File: src/rtl/tsg_pkg.sv
package tsg_pkg;
    // Default divider width; the scaler input and tick counter use it.
    parameter int DEF_CNT_W = 16;
endpackage

File: src/rtl/tsg_tick_counter.sv
module tsg_tick_counter #(
    parameter int CNT_W = tsg_pkg::DEF_CNT_W
) (
    input  logic             clk,
    input  logic             rst_n,
    input  logic             run,
    input  logic             tick,
    input  logic [CNT_W-1:0] scaler,
    output logic             wrap
);
    typedef struct packed {
        logic [CNT_W-1:0] count;
        logic [CNT_W-1:0] limit;
    } cnt_state_t;

    cnt_state_t st_d, st_q;
    logic       at_limit;

    assign at_limit = (st_q.count == st_q.limit);
    assign wrap     = run && tick && at_limit;

    always_comb begin
        st_d = st_q;
        if (!run) begin
            // Held idle: counter cleared, limit tracks the scaler input.
            st_d.count = '0;
            st_d.limit = scaler;
        end else if (tick) begin
            if (at_limit) begin
                // Half-period done: reload the limit only here.
                st_d.count = '0;
                st_d.limit = scaler;
            end else begin
                st_d.count = st_q.count + 1'b1;
            end
        end
    end

    always_ff @(posedge clk or negedge rst_n) begin
        if (!rst_n) begin
            st_q <= '0;
        end else begin
            st_q <= st_d;
        end
    end
endmodule

File: src/rtl/tsg_toggle_stage.sv
module tsg_toggle_stage (
    input  logic clk,
    input  logic rst_n,
    input  logic run,
    input  logic wrap,
    output logic wave
);
    typedef struct packed {
        logic level;
    } tog_state_t;

    tog_state_t st_d, st_q;

    always_comb begin
        st_d = st_q;
        if (!run) begin
            st_d.level = 1'b0;
        end else if (wrap) begin
            st_d.level = ~st_q.level;
        end
    end

    always_ff @(posedge clk or negedge rst_n) begin
        if (!rst_n) begin
            st_q <= '0;
        end else begin
            st_q <= st_d;
        end
    end

    assign wave = st_q.level;
endmodule

File: src/rtl/tsg_test_signal_gen.sv
module tsg_test_signal_gen #(
    parameter int CNT_W = tsg_pkg::DEF_CNT_W
) (
    input  logic             clk,
    input  logic             rst_n,
    input  logic             tick,
    input  logic             enable,
    input  logic [CNT_W-1:0] scaler,
    output logic             test_out
);
    logic wrap_w;

    tsg_tick_counter #(.CNT_W(CNT_W)) u_cnt (
        .clk    (clk),
        .rst_n  (rst_n),
        .run    (enable),
        .tick   (tick),
        .scaler (scaler),
        .wrap   (wrap_w)
    );

    tsg_toggle_stage u_tog (
        .clk   (clk),
        .rst_n (rst_n),
        .run   (enable),
        .wrap  (wrap_w),
        .wave  (test_out)
    );
endmodule

File: config.mk
export PLATFORM = sky130hd
export DESIGN_NAME = tsg_test_signal_gen
export DESIGN_NICKNAME = d
export VERILOG_FILES = /design/src/rtl/tsg_pkg.sv /design/src/rtl/tsg_tick_counter.sv /design/src/rtl/tsg_toggle_stage.sv /design/src/rtl/tsg_test_signal_gen.sv
export SDC_FILE = /design/constraint.sdc
export NUM_CORES = 1
export LEC_CHECK = 0
export ABC_CLOCK_PERIOD_IN_PS = 4670
export BUFFER_PORTS_ARGS = -buffer_cell sky130_fd_sc_hd__buf_2
export CORE_MARGIN = 2
export CORE_UTILIZATION = 55
export DETAILED_ROUTE_END_ITERATION = 7
export PLACE_DENSITY = 0.88
export SYNTH_ARGS = -nofsm -noshare
export SYNTH_HDL_FRONTEND = slang
export SYNTH_SLANG_ARGS = --single-unit
File: constraint.sdc
create_clock -name clk -period 4.67 [get_ports clk]
set_clock_uncertainty 0.15 [all_clocks]
set_input_delay 0.467 -clock clk [delete_from_list [all_inputs] [get_ports clk]]
set_output_delay 0.467 -clock clk [all_outputs]
set_load 0.01 [all_outputs]
==> metrics.md, run 1 <==
| Metric | Value |
|---|---|
| Share of power burned in registers | 56.2% |
| PwrDens | 296 nW/um^2 |
| Post-CTS setup buffers | 0 |
| Type of the worst setup path | flip-flop to flip-flop |
| Syn Nets | 168 |
| Synth Warn # | 0 |
| CP required | ~4.8 ns |
| Post-DR vias/cell | 5.64 |
| Ant. Diodes | 0 |
| Cts hold-fix bufs | 0 |
| Yosys reg bits | 33 |
| Maximum vdd drop | 0.172 mV |
| Clock root buffer | clkbuf_4 |
| DRT iter0 DRCs | 45 |
| Setup Viol. Count Final | 0 |
| CP top delay family | simple AND/OR/NAND/NOR gates |
| Cell taking the most area after synthesis | dfrtp_1 |
| Largest cells by area after synthesis | dfrtp_1, xor2_1, mux2_4 |
| Layout fillers | approximately 230 |
| P_int | between 400 and 500 uW |
| Max_slew headroom | between 50% and 60% |
| Clk buf depth | 2 |
| Final non-filler cell total | about 200 |
| Leakage | roughly 0.00086 uW |
| Slew @ Worst Pin | ~0.72 ns |
| CTS H-Tree Depth | 2 |
| Seq/Total Area, Yosys | 48.3% |
| DRC violations left | 0 |
| Clk_lat worst skew | between 0.3 and 0.4 ns |
| CTS tree | built |
| Placement Setup Slack | roughly 2.4 ns |
| Routability cong. | a little over 0.8 |
| Clk pwr share | roughly a third |
| Min-Delay Path Class | input port to asynchronous set/reset pin |
| First-pass DRT Iterations | 4 |
| Port Buf Inserts | 20 |
| Slew Limit Fails | 0 |
| Wire per inst | ~15 um |
| Placed insts | around 200 |
| Avg Cell Area, Syn | approximately 12 um^2 |
| Final hold slack | around 0.015 ns |
| Vias in the first global route | ~1200 |
| Post-synth EDFFs | 0 |
| CP arrival | between 2 and 2.5 ns |
| Critical path endpoint category | flip-flop |
| Vias | 1151 |
| Final Worst Setup Slack | around 2.3 ns |
| Total Routing Usage GR | a little over a fifth |
| Tcrit/Tclk final | about 50% |
| Async SR Flop Fraction | 100% |
| Combinational share of power | between 10% and 20% |
| Netlist cell types | 34 |
| CP Buf/Inv Count | 1 |
| Die Ht | 59.8 um |
| Synth Flop Type | dfrtp_1 |
| Crit-path slowest cell | dfrtp_1 |
| Layout cell share with drive strength beyond 1 | between 20 and 30% |
| P_sw | around 140 uW |
| RSZ-0062 raised after global routing | false |
| Yosys top cell area share | between 40% and 50% |
| Placement Rows | 20 |
| DPL Wire Length | between 2000 and 2500 um |
| Initial Utilization | approximately 57% |
| Clock transition at path regs | 0.10 ns |
| Die X | between 50 and 60 um |
| Synth Instances | about 150 |
| Num CTS Buffers | 5 |
| Hold Vio Cnt, Final | 0 |
| Clock sinks | 33 |
| Resize count post-CTS | 0 |
| Fmax | 426 MHz |
| Crit-path max FO | 29 |
| Post-route minimum period | about 2.3 ns |
| Boundary Pins | 21 |
| NumNets Final | about 190 |
| Initial antenna violation count | 0 |
| Total core area | approximately 3000 um^2 |
| Largest stage delay on the critical path | 0.45 ns |
| Area Overhead vs Synth | 10.2% |
| Crit path cell chain | xor2_1, nor4_1, nand4_1, o21ai_2, buf_4, mux2_1 |
| Startpoint type of the worst setup path | flip-flop |
| Antenna-violating nets left | 0 |
| Total Routed Length | 3110 um |
| Reg area | about 830 um^2 |
| GRT overflow | 0 |
| Status | finished clean |
| TNS Setup | 0 ns |
| Final core utilization | approximately 63% |
| First-pass GRT wire length | about 5400 um |
| Synth Cell Area | approximately 1700 um^2 |
| Overall die area | around 3600 um^2 |
| Switching share of power | about 25% |
| Max cap viols | 0 |
| Multi-input gate area | a little over 800 um^2 |
| Largest net degree at the start of global routing | 34 |
-- area by class of cell --
class	count	share of cell area [%]
flip-flops and latches	33	43.8
multi-input cells	105	43.8
repair buffers	21	5.71
clock buffers	7	3.45
well taps	33	2.19
inverters	4	0.797
clock inverters	1	0.266
-- synthesized netlist by cell type (2+ instances only) --
cell / count
buf_6: 3
nand4_1: 4
xor2_1: 18
nor3_1: 4
nor2_1: 18
xnor2_1: 11
nand3_1: 4
nor4_1: 2
dfrtp_1: 33
nand2_1: 4
mux2_1: 6
inv_1: 4
and2_1: 4
mux2_4: 10
nor4_2: 3
-- power groups by stage --
stage          Clock [uW]  Sequential, uW  Combinational (uW)
2_1_floorplan           0             315                42.7
3_3_place_gp            0             319                57.8
3_5_place_dp            0             319                60.6
4_1_cts               188             314                60.8
5_1_grt               200             316                66.7
6_report              184             314                59.7
-- cell families (layout without fill, tap and decap cells) --
kind of cell	Yosys count	count (layout)	synth area share, %
compound gates	7	7	3.00
xor+xnor	29	29	14.8
buf+inv	9	33	3.51
flops	33	33	48.3
simple gates	52	52	16.9
fa+ha+maj	1	1	0.731
mux	16	16	12.7
-- sequential cells by signal, summed over array words and instances, names as in the netlist --
name        flops
u_cnt.st_q     32
u_tog.wave      1
-- per-stage QoR --
| stage | cell area [um^2] | power (uW) |
|---|---|---|
| floorplan | 1710 | 358 |
| global placement | 1810 | 376 |
| detailed placement | 1810 | 380 |
| CTS | 1880 | 563 |
| global route | 1880 | 583 |
| finish | 1880 | 558 |
-- layout by cell type (no fill, tap or decap), drive strengths merged --
cell,n
dfrtp,33
buf,21
xor2,18
nor2,18
mux2,16
xnor2,11
clkbuf,7
nor4,5
inv,4
nand4,4
and2,4
nand3,4
nand2,4
nor3,4
o21ai,2
nand2b,1
nand4b,1
nand3b,1
and4,1
a21oi,1
a31o,1
o2bb2ai,1
nor2b,1
o21a,1
or2,1
and3,1
nor3b,1
or3,1
a21boi,1
ha,1
clkinv,1
-- worst paths after layout --
kind                                 from  cells after the start  slack, ns              to
max                        u_cnt.st_q[28]                      6       2.32   u_cnt.st_q[8]
min                                 rst_n                      1       0.02  u_cnt.st_q[15]
max reg2reg                u_cnt.st_q[28]                      6       2.32   u_cnt.st_q[8]
min reg2reg                u_cnt.st_q[11]                      1       0.37  u_cnt.st_q[11]
max in group asynchronous           rst_n                      1       3.89  u_cnt.st_q[27]
min in group clk                scaler[9]                      2       0.19   u_cnt.st_q[9]
-- metal layers --
layer	vias to the layer above	GRT usage, %	share of wire, %
met5	-	0	0
met4	0	9.84	2.2
met3	9	7.14	5.5
met2	27	32.3	49
met1	568	26.4	43
li1	547	-	-
(Power assumes the default switching activity.)
==> run 2: changes to the inputs <==
ABC_CLOCK_PERIOD_IN_PS = 2200   (was 4670)
clock period = 2.2 ns   (was 4.67 ns; I/O delays follow)
==> metrics.md, run 2 (synthesized netlist as in run 1, its figures left out) <==
| Metric | Value |
|---|---|
| Post-DR vias/cell | 5.63 (was 5.64) |
| Num CTS Buffers | 5 (unchanged) |
| DRT iter0 DRCs | 52 (was 45) |
| Ant. Diodes | 0 (unchanged) |
| Clock root buffer | clkbuf_4 (unchanged) |
| Slew @ Worst Pin | 0.732 ns (was 0.722 ns) |
| CP arrival | 2.39 ns (was 2.43 ns) |
| Multi-input gate area | 852 um^2 (was 825 um^2) |
| Type of the worst setup path | flip-flop to flip-flop (unchanged) |
| Maximum vdd drop | 0.346 mV (was 0.172 mV) |
| Hold Vio Cnt, Final | 1 (was 0) |
| RSZ-0062 raised after global routing | true (was false) |
| Initial Utilization | 57.0% (unchanged) |
| Placement Rows | 20 (unchanged) |
| Critical path endpoint category | flip-flop (unchanged) |
| Routability cong. | 0.795 (was 0.811) |
| Max cap viols | 0 (unchanged) |
| CTS tree | built (unchanged) |
| Max reg flops | 32 (unchanged) |
| Clock sinks | 33 (unchanged) |
| Layout fillers | 186 (was 232) |
| Crit-path max FO | 17 (was 29) |
| Boundary Pins | 21 (unchanged) |
| GRT overflow | 0 (unchanged) |
| Leakage | 0.00101 uW (was 0.000863 uW) |
| Min-Delay Path Class | input port to flip-flop (was input port to asynchronous set/reset pin) |
| Final hold slack | -0.00955 ns (was 0.0155 ns) |
| PwrDens | 573 nW/um^2 (was 296 nW/um^2) |
| Placed insts | 200 (was 196) |
| NumNets Final | 219 (was 191) |
| Tcrit/Tclk final | 105% (was 50.3%) |
| Crit path cell chain | xor2_1, nor4_2, nand4_1, o21ai_2, buf_12, mux2_1 (was xor2_1, nor4_1, nand4_1, o21ai_2, buf_4, mux2_1) |
| Initial antenna violation count | 0 (unchanged) |
| Post-route minimum period | 2.30 ns (was 2.35 ns) |
| Startpoint type of the worst setup path | flip-flop (unchanged) |
| Crit-path slowest cell | dfrtp_1 (unchanged) |
| Vias | 1306 (was 1151) |
| Die X | 59.8 um (unchanged) |
| Total Routing Usage GR | 24.2% (was 20.9%) |
| Slew Limit Fails | 0 (unchanged) |
| Final non-filler cell total | 232 (was 204) |
| Pwr Total | 1250 uW (was 558 uW) |
| Status | finished with violations (was finished clean) |
| Most frequent cells in the layout | dfrtp_1, buf_2, xor2_1, nor2_1, dlygate4sd3_1 (was dfrtp_1, buf_2, xor2_1, nor2_1, xnor2_1) |
| Placed cell areas | 1860 um^2 (was 1810 um^2) |
| Vias in the first global route | 1331 (was 1190) |
| First-pass GRT wire length | 6150 um (was 5390 um) |
| Largest stage delay on the critical path | 0.42 ns (was 0.45 ns) |
| Reg area | 827 um^2 (was 826 um^2) |
| Wire per inst | 17.5 um (was 15.2 um) |
| First-pass DRT Iterations | 4 (unchanged) |
| Layout cell share with drive strength beyond 1 | 32.2% (was 26.9%) |
| Largest Register | u_cnt.st_q (unchanged) |
| Finished Cell Area | 2180 um^2 (was 1880 um^2) |
| Antenna-violating nets left | 0 (unchanged) |
| Setup Viol. Count Final | 16 (was 0) |
| Most common cell after layout, fill and taps aside | dfrtp_1 (unchanged) |
| CTS H-Tree Depth | 2 (unchanged) |
| CP required | 2.29 ns (was 4.75 ns) |
| Final core utilization | 72.7% (was 62.7%) |
| Overall die area | 3570 um^2 (unchanged) |
| Area Overhead vs Synth | 27.6% (was 10.2%) |
| Clock transition at path regs | 0.12 ns (was 0.10 ns) |
| Clk_lat worst skew | 0.36 ns (was 0.34 ns) |
| Failing checks | negative hold slack, negative setup slack |
| Total Routed Length | 4050 um (was 3110 um) |
| DPL Wire Length | 2500 um (was 2250 um) |
| Final Worst Setup Slack | -0.0996 ns (was 2.32 ns) |
| Clk buf depth | 2 (unchanged) |
| DRC violations left | 0 (unchanged) |
| Largest net degree at the start of global routing | 34 (unchanged) |
| Die Ht | 59.8 um (unchanged) |
| Port Buf Inserts | 20 (unchanged) |
| Total core area | 3000 um^2 (unchanged) |
| Fmax | 435 MHz (was 426 MHz) |
| Max_slew headroom | 51.2% (was 51.9%) |
## run 2: cell types whose count changed in the layout (fill, tap and decap cells not counted), moves of 2 or more
cell           change
buf_4              +9
dlygate4sd3_1     +17
mux2_1             -4
mux2_4             +4
nor4_1             -2
nor4_2             +2
## run 2: where the power goes
group	switching, uW	internal, uW
clock	218	185
combinational	73.1	105
sequential	30.1	639
## run 2: worst paths after layout
check | startpoint | end | slack, ns | cells after the start
min | enable | u_cnt.st_q[16] | -0.01 | 2
max reg2reg | u_cnt.st_q[18] | u_cnt.st_q[8] | -0.1 | 6
min in group asynchronous | rst_n | u_cnt.st_q[21] | 0.29 | 2
max in group asynchronous | rst_n | u_cnt.st_q[22] | 1.08 | 2
max | u_cnt.st_q[18] | u_cnt.st_q[8] | -0.1 | 6
min reg2reg | u_cnt.st_q[9] | u_cnt.st_q[9] | 0.39 | 1
## run 2: worst max-delay path: cells and delay by family, from the launching register on
family	cells	cell delay, ns
simple gates	2	0.60
flops	1	0.42
mux	1	0.33
compound gates	1	0.29
buf+inv	1	0.20
xor+xnor	1	0.18
## run 2: cell type report
cell class,count,share of cell area (%)
multi-input cells,105,39.0
flip-flops and latches,33,37.9
repair buffers,49,17.3
clock buffers,7,2.98
well taps,33,1.89
inverters,4,0.688
clock inverters,1,0.229
## run 2: layer usage
| layer | global-route usage [%] | wire [um] | up-vias |
|---|---|---|---|
| met5 | 0 | 0 | - |
| met4 | 11.7 | 142 | 0 |
| met3 | 7.58 | 161 | 19 |
| met2 | 38.4 | 2080 | 35 |
| met1 | 29.8 | 1670 | 649 |
| li1 | - | - | 603 |
## run 2: repair_timing
action / 4_1_cts / 5_1_grt
resized for setup: 1 / 7
pin swaps: 0 / 3
hold buffers: 17 / 0
endpoints found under the hold margin: 49 / 0
setup buffers: 0 / 7
setup endpoints to repair: 16 / 16
## run 2: stage by stage
step	worst slack, ns	setup TNS, ns
floorplan	0.254	0
global placement	0.0409	0
detailed placement	-0.0244	-0.0928
CTS	0.0279	0
global route	-0.154	-1.93
finish	-0.0996	-1.03
==> run 3: changes to the inputs <==
GPL_TIMING_DRIVEN = 0   (was not set)
==> metrics.md, run 3 (synthesized netlist as in run 1, its figures left out) <==
| Metric | Value |
|---|---|
| Hold Vio Cnt, Final | 0 (was 1) |
| Critical path endpoint category | flip-flop (unchanged) |
| Placement Rows | 20 (unchanged) |
| Overall die area | 3570 um^2 (unchanged) |
| Slew Limit Fails | 0 (unchanged) |
| Global route hottest layer | met2 (unchanged) |
| Die X | 59.8 um (unchanged) |
| Clock root buffer | clkbuf_4 (unchanged) |
| RSZ-0062 raised after global routing | true (unchanged) |
| Finished Cell Area | 2120 um^2 (was 2180 um^2) |
| CTS tree | built (unchanged) |
| Slew @ Worst Pin | 0.712 ns (was 0.732 ns) |
| Area Overhead vs Synth | 24.1% (was 27.6%) |
| Status | finished with violations (unchanged) |
| Port Buf Inserts | 20 (unchanged) |
| Vias in the first global route | 1253 (was 1331) |
| Crit-path max FO | 10 (was 17) |
| Layout fillers | 203 (was 186) |
| Max_slew headroom | 52.5% (was 51.2%) |
| Initial antenna violation count | 0 (unchanged) |
| Layout cell share with drive strength beyond 1 | 27.8% (was 32.2%) |
| Antenna-violating nets left | 0 (unchanged) |
| Total Routed Length | 3670 um (was 4050 um) |
| Vias | 1233 (was 1306) |
| Failing checks | negative setup slack (was negative hold slack, negative setup slack) |
| Largest net degree at the start of global routing | 34 (unchanged) |
| Type of the worst setup path | flip-flop to flip-flop (unchanged) |
| Clock sinks | 33 (unchanged) |
| Min-Delay Path Class | input port to flip-flop (unchanged) |
| DRC violations left | 0 (unchanged) |
| Clk buf depth | 2 (unchanged) |
| GR Util met2 | 40.1% (was 38.4%) |
| Boundary Pins | 21 (unchanged) |
| Post-route minimum period | 2.21 ns (was 2.30 ns) |
| Pwr Total | 1190 uW (was 1250 uW) |
| Ant. Diodes | 0 (unchanged) |
| Placed cell areas | 1850 um^2 (was 1860 um^2) |
| Routability cong. | 0.833 (was 0.795) |
| DPL Wire Length | 2450 um (was 2500 um) |
| CP required | 2.29 ns (about the same) |
| Leakage | 0.000964 uW (was 0.00101 uW) |
| NumNets Final | 214 (was 219) |
| Fmax | 452 MHz (was 435 MHz) |
| Post-DR vias/cell | 5.43 (was 5.63) |
| Met1 usage | 26.3% (was 29.8%) |
| Most common cell after layout, fill and taps aside | dfrtp_1 (unchanged) |
| Max cap viols | 0 (unchanged) |
| Total core area | 3000 um^2 (unchanged) |
| Initial Utilization | 57.0% (unchanged) |
| CTS H-Tree Depth | 2 (unchanged) |
| PwrDens | 558 nW/um^2 (was 573 nW/um^2) |
| Maximum vdd drop | 0.538 mV (was 0.346 mV) |
| DRT iter0 DRCs | 44 (was 52) |
| Wire per inst | 16.2 um (was 17.5 um) |
| Tcrit/Tclk final | 101% (was 105%) |
| Num CTS Buffers | 5 (unchanged) |
| Clk_lat worst skew | 0.36 ns (about the same) |
| Startpoint type of the worst setup path | flip-flop (unchanged) |
| CP arrival | 2.30 ns (was 2.39 ns) |
| Largest Register | u_cnt.st_q (unchanged) |
| Met3 usage | 7.79% (was 7.58%) |
| Total Routing Usage GR | 23.0% (was 24.2%) |
| Die Ht | 59.8 um (unchanged) |
| Setup Viol. Count Final | 2 (was 16) |
| Clock transition at path regs | 0.11 ns (was 0.12 ns) |
| Final Worst Setup Slack | -0.0112 ns (was -0.0996 ns) |
| Most frequent cells in the layout | dfrtp_1, buf_2, nor2_1, dlygate4sd3_1, xor2_1 (was dfrtp_1, buf_2, xor2_1, nor2_1, dlygate4sd3_1) |
| Max reg flops | 32 (unchanged) |
| GRT overflow | 0 (unchanged) |
| First-pass GRT wire length | 5730 um (was 6150 um) |
| First-pass DRT Iterations | 4 (unchanged) |
## run 3: changes by cell type in the layout (fill, tap and decap cells not counted), moves of 2 or more
cell,previous run,this run
buf_4,10,2
buf_6,1,3
clkbuf_1,0,4
clkbuf_8,2,0
## run 3: worst paths after layout
path                                   to  depth (start not counted)           start  slack, ns
setup reg to reg            u_cnt.st_q[6]                          7  u_cnt.st_q[18]      -0.01
hold / removal             u_cnt.st_q[16]                          3            tick       0.08
hold reg to reg             u_cnt.st_q[9]                          1   u_cnt.st_q[9]       0.38
min in group asynchronous  u_cnt.st_q[22]                          2           rst_n       0.29
setup / recovery            u_cnt.st_q[6]                          7  u_cnt.st_q[18]      -0.01
max in group asynchronous  u_cnt.st_q[25]                          2           rst_n       1.14
## run 3: cell type report
type	instances	area [um^2]	share of cell area, %
sequential	33	826	38.9
tap	33	41.3	1.94
clock buffer	8	48.8	2.30
multi-input combinational	105	860	40.5
buffer	5	45.0	2.12
timing repair buffer	39	288	13.6
inverter	4	15.0	0.707
## run 3: worst max-delay path, stage by stage, from the launching register on
cell and delay, ns:
dfrtp_1 0.39, buf_6 0.14, xor2_2 0.18, nor4_2 0.29, nand4_1 0.19, o21ai_2 0.23
buf_6 0.22, mux2_4 0.32
## run 3: repair_timing
item | in CTS | in global routing
resized for setup | 2 | 5
hold endpoints to repair | 49 | 1
setup buffers | 1 | 0
endpoints found under the setup margin | 25 | 16
hold buffers | 17 | 1
pin swaps | 3 | 2
## run 3: per-layer routing
metal  part of all wire (%)  vias up
met2                     53       29
met5                      0        -
met1                     43      611
met4                    1.4        0
li1                       -      586
met3                    3.2        7
## run 3: through the flow
stage / TNS, ns / util, % / worst slack, ns / instances / hold slack, ns
floorplan: 0 / - / 0.254 / 147 / -0.226
global placement: 0 / 61.7 / 0.0398 / 200 / 0.151
CTS: -0.00380 / 69.6 / -0.00380 / 226 / 0.00730
detailed placement: -1.28 / 61.7 / -0.0965 / 200 / 0.161
finish: -0.0201 / 70.7 / -0.0112 / 227 / 0.0788
global route: -1.08 / 70.7 / -0.0867 / 227 / 0.0721
## run 3: where the power goes
part	switching (uW)	internal [uW]
clock	215	127
sequential	28.3	639
combinational	73.9	102
